File: src/rtl/card_addr_decode.sv
module card_addr_decode #(
  parameter bit REVISED = 1'b0
) (
  input  logic        clk,
  input  logic        rst_n,
  input  logic [15:0] addr,
  input  logic        wr,
  input  logic        card_en,
  input  logic        bank_hi,
  input  logic        trap_en,
  input  logic        drq,
  input  logic        intrq,
  input  logic        motor_on,
  input  logic [7:0]  wdata,
  input  logic [3:0]  ram_rnib,
  output logic        sio_sel,
  output logic        ram_sel,
  output logic        fdc_sel,
  output logic        rom_sel,
  output logic [13:0] rom_addr,
  output logic [6:0]  ram_addr,
  output logic [1:0]  fdc_reg,
  output logic [3:0]  ram_wnib,
  output logic [7:0]  ram_rbyte,
  output logic        ready
);
  localparam logic [15:0] SIO_MASK = REVISED ? 16'hFFC0 : 16'hFF80;
  localparam logic [15:0] SIO_BASE = 16'h1100;
  localparam logic [15:0] BLK_MASK = 16'hFF80;
  localparam logic [15:0] RAM_BASE = 16'h4000;
  localparam logic [15:0] FDC_BASE = 16'h5F80;

  logic ram_win, fdc_win, rom_win, fdc_rw_ok, wait_hit;

  assign sio_sel  = (addr & SIO_MASK) == SIO_BASE;
  assign ram_win  = card_en && ((addr & BLK_MASK) == RAM_BASE);
  assign fdc_win  = card_en && ((addr & BLK_MASK) == FDC_BASE);
  assign rom_win  = card_en && (addr[15:13] == 3'b010);

  assign fdc_rw_ok = REVISED ? (addr[3] == wr) : 1'b1;
  assign ram_sel   = ram_win && bank_hi;
  assign fdc_sel   = fdc_win && !addr[0] && fdc_rw_ok;
  assign rom_sel   = rom_win && !ram_sel && !(REVISED ? fdc_sel : fdc_win);

  assign rom_addr  = {bank_hi, addr[12:0]};
  assign ram_addr  = addr[6:0];
  assign fdc_reg   = addr[2:1];
  assign ram_wnib  = wdata[7:4];
  assign ram_rbyte = {ram_rnib, 4'b0000};

  generate
    if (REVISED) begin : g_rev_trap
      logic trap_term;
      assign trap_term = trap_en && (addr[2:1] == 2'b11) && motor_on;
      assign wait_hit  = fdc_win && !addr[0] && trap_term;
    end else begin : g_orig_trap
      assign wait_hit  = fdc_win && (addr[2:0] == 3'd6) && trap_en && motor_on;
    end
  endgenerate

  assign ready = !(wait_hit && !drq && !intrq);

  assert_one_target_R8: assert property (@(posedge clk) disable iff (!rst_n)
    $onehot0({ram_sel, fdc_sel, rom_sel}));

  assert_wait_needs_idle_R11: assert property (@(posedge clk) disable iff (!rst_n)
    !ready |-> (!drq && !intrq && motor_on && trap_en && card_en));

  assert_disabled_card_R12: assert property (@(posedge clk) disable iff (!rst_n)
    !card_en |-> (ready && !ram_sel && !fdc_sel && !rom_sel));

  assert_nibble_read_R3: assert property (@(posedge clk) disable iff (!rst_n)
    ram_sel |-> (ram_rbyte[3:0] == 4'b0000));

  assert_rom_page_R7: assert property (@(posedge clk) disable iff (!rst_n)
    rom_sel |-> (rom_addr[13] == bank_hi));

  assert_sio_apart_R1: assert property (@(posedge clk) disable iff (!rst_n)
    sio_sel |-> (!ram_sel && !fdc_sel && !rom_sel));
endmodule

File: config.mk
export PLATFORM = sky130hd
export DESIGN_NAME = card_addr_decode
export DESIGN_NICKNAME = d
export VERILOG_FILES = /design/src/rtl/card_addr_decode.sv
export SDC_FILE = /design/constraint.sdc
export NUM_CORES = 1
export LEC_CHECK = 0
export CELL_PAD_IN_SITES_DETAIL_PLACEMENT = 1
export CELL_PAD_IN_SITES_GLOBAL_PLACEMENT = 1
export CORE_MARGIN = 2
export CORE_UTILIZATION = 10
export DETAILED_ROUTE_END_ITERATION = 16
export PLACE_DENSITY = 0.95
export SLEW_MARGIN = 20
export SYNTH_ARGS = -nofsm -noshare
export SYNTH_HDL_FRONTEND = slang
export SYNTH_SLANG_ARGS = --single-unit
export TNS_END_PERCENT = 30
File: constraint.sdc
create_clock -name vclk -period 2.44
set_input_delay 0.488 -clock vclk [all_inputs]
set_output_delay 0.488 -clock vclk [all_outputs]
set_load 0.01 [all_outputs]
### Word level (Yosys, flattened, before mapping)

Cells that the tools add are included.

| word-level totals | value |
|---|---|
| output and inout port bits | 40 |
| logic and storage cells | 23 |
| register bits after elaboration | 0 |
| input port bits | 37 |

| cells by class | value |
|---|---|
| equality and inequality tests | 5 |
| reduce and logical (&&, ||, !) cells | 18 |

Operators by type and width:

| kind | number |
|---|---|
| $eq A9 B8 Y1 const B | 2 |
| $logic_and A1 B1 Y1 | 12 |
| $eq A9 B6 Y1 const B | 1 |
| $logic_not A1 Y1 | 6 |
| $eq A3 B2 Y1 const B | 1 |
| $eq A3 B3 Y1 const B | 1 |

### Depth between registers and ports, before layout

| depth | value |
|---|---|
| depth in word-level cells | 8 |
| depth in mapped cells | 3 |
| mapped depth without buffers | 3 |

### Least setup slack after synthesis

No wires, ideal clock.

| path | value |
|---|---|
| path type | input to output |
| from | input port addr[7] |
| to | output port sio_sel |
| required time | 1.952 ns |
| arrival time | 1.653 ns |
| buffers on the path | 0 |
| slack | 0.299 ns |
| stages on the path | 3 |
| cells stage by stage | or4_1 > or4_1 > nor2_1 |

| between the ends | value |
|---|---|
| longest elaborated chain between the ends | 1 |

Ends and longest elaborated chain:

| item | RTL line | source |
|---|---|---|
| start, declared | 6 | `input logic [15:0] addr,` |
| $eq A9 B6 Y1 | 35 | `assign sio_sel = (addr & SIO_MASK) == SIO_BASE;` |
| end, declared | 16 | `output logic sio_sel,` |

No other way between the ends.

### Worst setup path in the final report

| path | value |
|---|---|
| from | input port addr[11] |
| to | output port ram_sel |

| between the ends | value |
|---|---|
| longest elaborated chain between the ends | 3 |

Ends and longest elaborated chain:

| item | RTL line | source |
|---|---|---|
| $eq A9 B8 Y1 | 36 | `assign ram_win = card_en && ((addr & BLK_MASK) == RAM_BASE);` |
| $logic_and A1 B1 Y1 | 36 |  |
| $logic_and A1 B1 Y1 | 41 | `assign ram_sel = ram_win && bank_hi;` |
| end, declared | 17 | `output logic ram_sel,` |

No other way between the ends.

==> out/qor.json <==
{
  "startpoint_type": {"value": "primary input"},
  "synthesis.yosys.warnings": {"value": 0},
  "synth_cells": {"value": 50},
  "peakVddDrop": {"value": 19.72, "unit": "uV"},
  "cap_viol_max_count": {"value": 0},
  "dp.final_hpwl": {"value": 949.1, "unit": "um"},
  "final.setup.tns": {"value": 0, "unit": "ns"},
  "drtPass1Iterations": {"value": 2},
  "antenna_found_initial": {"value": 0},
  "hold_depth": {"value": 0},
  "pwr-share-comb": {"value": 1.000},
  "layout_commonest_cell": {"value": "clkdlybuf4s50_1"},
  "timing.final.hold_violations": {"value": 0},
  "layout.cell_area.non_filler": {"value": 588.1, "unit": "sq um"},
  "p_switching": {"value": 0.00002808, "unit": "W"},
  "growth_of_design_area_from_synthesis_to_finish": {"value": 67.26, "unit": "%"},
  "max_stage_delay": {"value": 0.50, "unit": "ns"},
  "num_antenna_cells": {"value": 0},
  "postCtsSetupRepairBufs": {"value": 0},
  "initial_core_util": {"value": 0.1045},
  "crit_path_end_kind": {"value": "output port"},
  "coreArea": {"value": 0.003363, "unit": "sq mm"},
  "rsz0062_at_grt": {"value": "false"},
  "clock.fmax": {"value": 422.9, "unit": "MHz"},
  "cp_data_arrival_time": {"value": 1.88, "unit": "ns"},
  "data_required_critical_path": {"value": 1.95, "unit": "ns"},
  "globalplace.congestion": {"value": 0.5752},
  "synth_top_cell_by_area": {"value": "buf_4"},
  "synth_top_cells_by_area": {"value": "buf_4, or4_1, nand4_1, nand4bb_1, nor3_1"},
  "detailed_route_drc_error_count": {"value": 0},
  "critical_path.max_fanout": {"value": 2},
  "sequential_group_share_of_total_power": {"value": 0},
  "cts-hold-fix-buffers": {"value": 0},
  "ys_seq_area_frac": {"value": 0},
  "library_cells_used_by_synthesis": {"value": 11},
  "power_switching_share": {"value": 0.3463},
  "maximum_number_of_pins_on_one_net_before_global_route_repair": {"value": 4},
  "syn_avg_cell_area": {"value": 7.032, "unit": "sq um"},
  "route.antenna.remaining_nets": {"value": 0},
  "leakagePower": {"value": 0.2220, "unit": "nW"},
  "slew_viol_final": {"value": 0},
  "worst_setup_sp": {"value": "addr[11]"},
  "ordered_cell_list_for_the_critical_path": {"value": "clkdlybuf4s15_1 > or4_4 > nor4b_2 > nor2b_1 > clkdlybuf4s15_2"},
  "design.final.nets": {"value": 102},
  "worst_hold_path_type": {"value": "in2out"},
  "boundary_pin_count": {"value": 77},
  "grt_first_pass_wirelength": {"value": 1697, "unit": "um"},
  "internal_power": {"value": 0.00005300, "unit": "W"},
  "stdcell_count": {"value": 109},
  "die_width": {"value": 63.30, "unit": "um"},
  "detailedRoute.firstIterationViolations": {"value": 1},
  "whs_endpoint": {"value": "ram_rbyte[6]"},
  "routed_wirelength": {"value": 1066, "unit": "um"},
  "post_syn_area": {"value": 351.6, "unit": "sq um"},
  "register_area": {"value": 0, "unit": "sq um"},
  "post-route-min-period": {"value": 2.365, "unit": "ns"},
  "design.seq.count": {"value": 0},
  "power": {"value": 0.00008108, "unit": "W"},
  "power-per-cell-area": {"value": 137.9, "unit": "mW/mm^2"},
  "dp_area": {"value": 590.6, "unit": "sq um"},
  "core.rowCount": {"value": 21},
  "n_clock_buffer": {"value": 0},
  "dieHeight": {"value": 63.30, "unit": "um"},
  "synth_largest_type_area_fraction": {"value": 0.7473},
  "grt.overflow.total": {"value": 0},
  "fp.dieArea": {"value": 0.004006, "unit": "sq mm"},
  "worst_hold_slack": {"value": 0.9760, "unit": "ns"},
  "worstSetupPathType": {"value": "in2out"},
  "status": {"value": "finished, final reports clean"},
  "detail_route.wl_per_cell": {"value": 9.780, "unit": "um"},
  "io_buffer_count": {"value": 38},
  "mostFrequentLayoutCells": {"value": "clkdlybuf4s50_1, buf_4, conb_1, dlygate4sd2_1"},
  "clock_network_fraction_of_design_power": {"value": 0},
  "post_place_cells": {"value": 109},
  "via_count_of_the_first_global_routing_pass": {"value": 341},
  "period_share": {"value": 0.9692},
  "setup_violations_final": {"value": 0},
  "layout-drive-gt1-share": {"value": 0.2222},
  "detail_route.vias_per_cell": {"value": 3.000},
  "grt_util_all_layers": {"value": 0.05037},
  "hold_path.startpoint": {"value": "ram_rnib[2]"},
  "vias": {"value": 327},
  "worst_path_max_delay_cell": {"value": "or4_4"}
}
power by group through the flow:
stage	registers, W	logic (W)	clock network [W]
global route	0	0.0000867	0
floorplan	0	0.0000635	0
finish	0	0.0000811	0
CTS	0	0.0000825	0
detailed placement	0	0.0000831	0
global placement	0	0.0000817	0
cell usage after synthesis:
cell type   n
nor3_1      2
buf_4      35
nand4_1     2
nor2_1      2
conb_1      1
nand2_1     2
nor4b_1     1
or4_1       2
nor4_1      1
nand4bb_1   1
nor2b_1     1
through the flow:
stage / worst slack (ns) / utilization
after floorplan: 0.2993 / -
after global placement: -0.6585 / 0.1756
after detailed placement: -0.6764 / 0.1756
after CTS: -0.01645 / 0.1763
after global routing: 0.006716 / 0.1749
final: 0.07516 / 0.1749
cells by family (layout without fill, tap and decap cells):
family / count (synthesis) / count (layout) / share of synthesized area
simple gates: 14 / 14 / 0.2420
buf+inv: 35 / 45 / 0.7473
other cells: 1 / 4 / 0.01067
per-layer routing:
metal / global-route usage / up-vias / share of wire
met5: 0 / - / 0
met4: 0.01087 / 0 / 0.016
met3: 0.008929 / 4 / 0.11
met2: 0.1024 / 23 / 0.53
met1: 0.05280 / 147 / 0.34
li1: - / 153 / -
critical path, delay by kind of cell:
family | cells | cell delay [ns]
buffers and inverters | 2 | 0.42
AND/OR/NAND/NOR | 3 | 0.97
final cells by class:
class | instances | area (sq um)
multi-input combinational | 18 | 116.4
tap | 46 | 57.56
fill | 423 | 2775
timing repair buffer | 45 | 414.1
how the worst max path moves through the flow:
stage,end,cells past startpoint,slack [ns]
after floorplan,sio_sel,3,0.30
after global placement,sio_sel,5,-0.66
after detailed placement,sio_sel,5,-0.68
after CTS,sio_sel,5,-0.02
after global routing,sio_sel,5,0.007
final,ram_sel,5,0.08
what timing repair did:
item | CTS | global route
pin swaps | 3 | 3
resized for setup | 22 | 1
endpoints found under the setup margin | 5 | 2
cloned | 0 | 0
No activity file was read; power rests on OpenSTA's default activity.
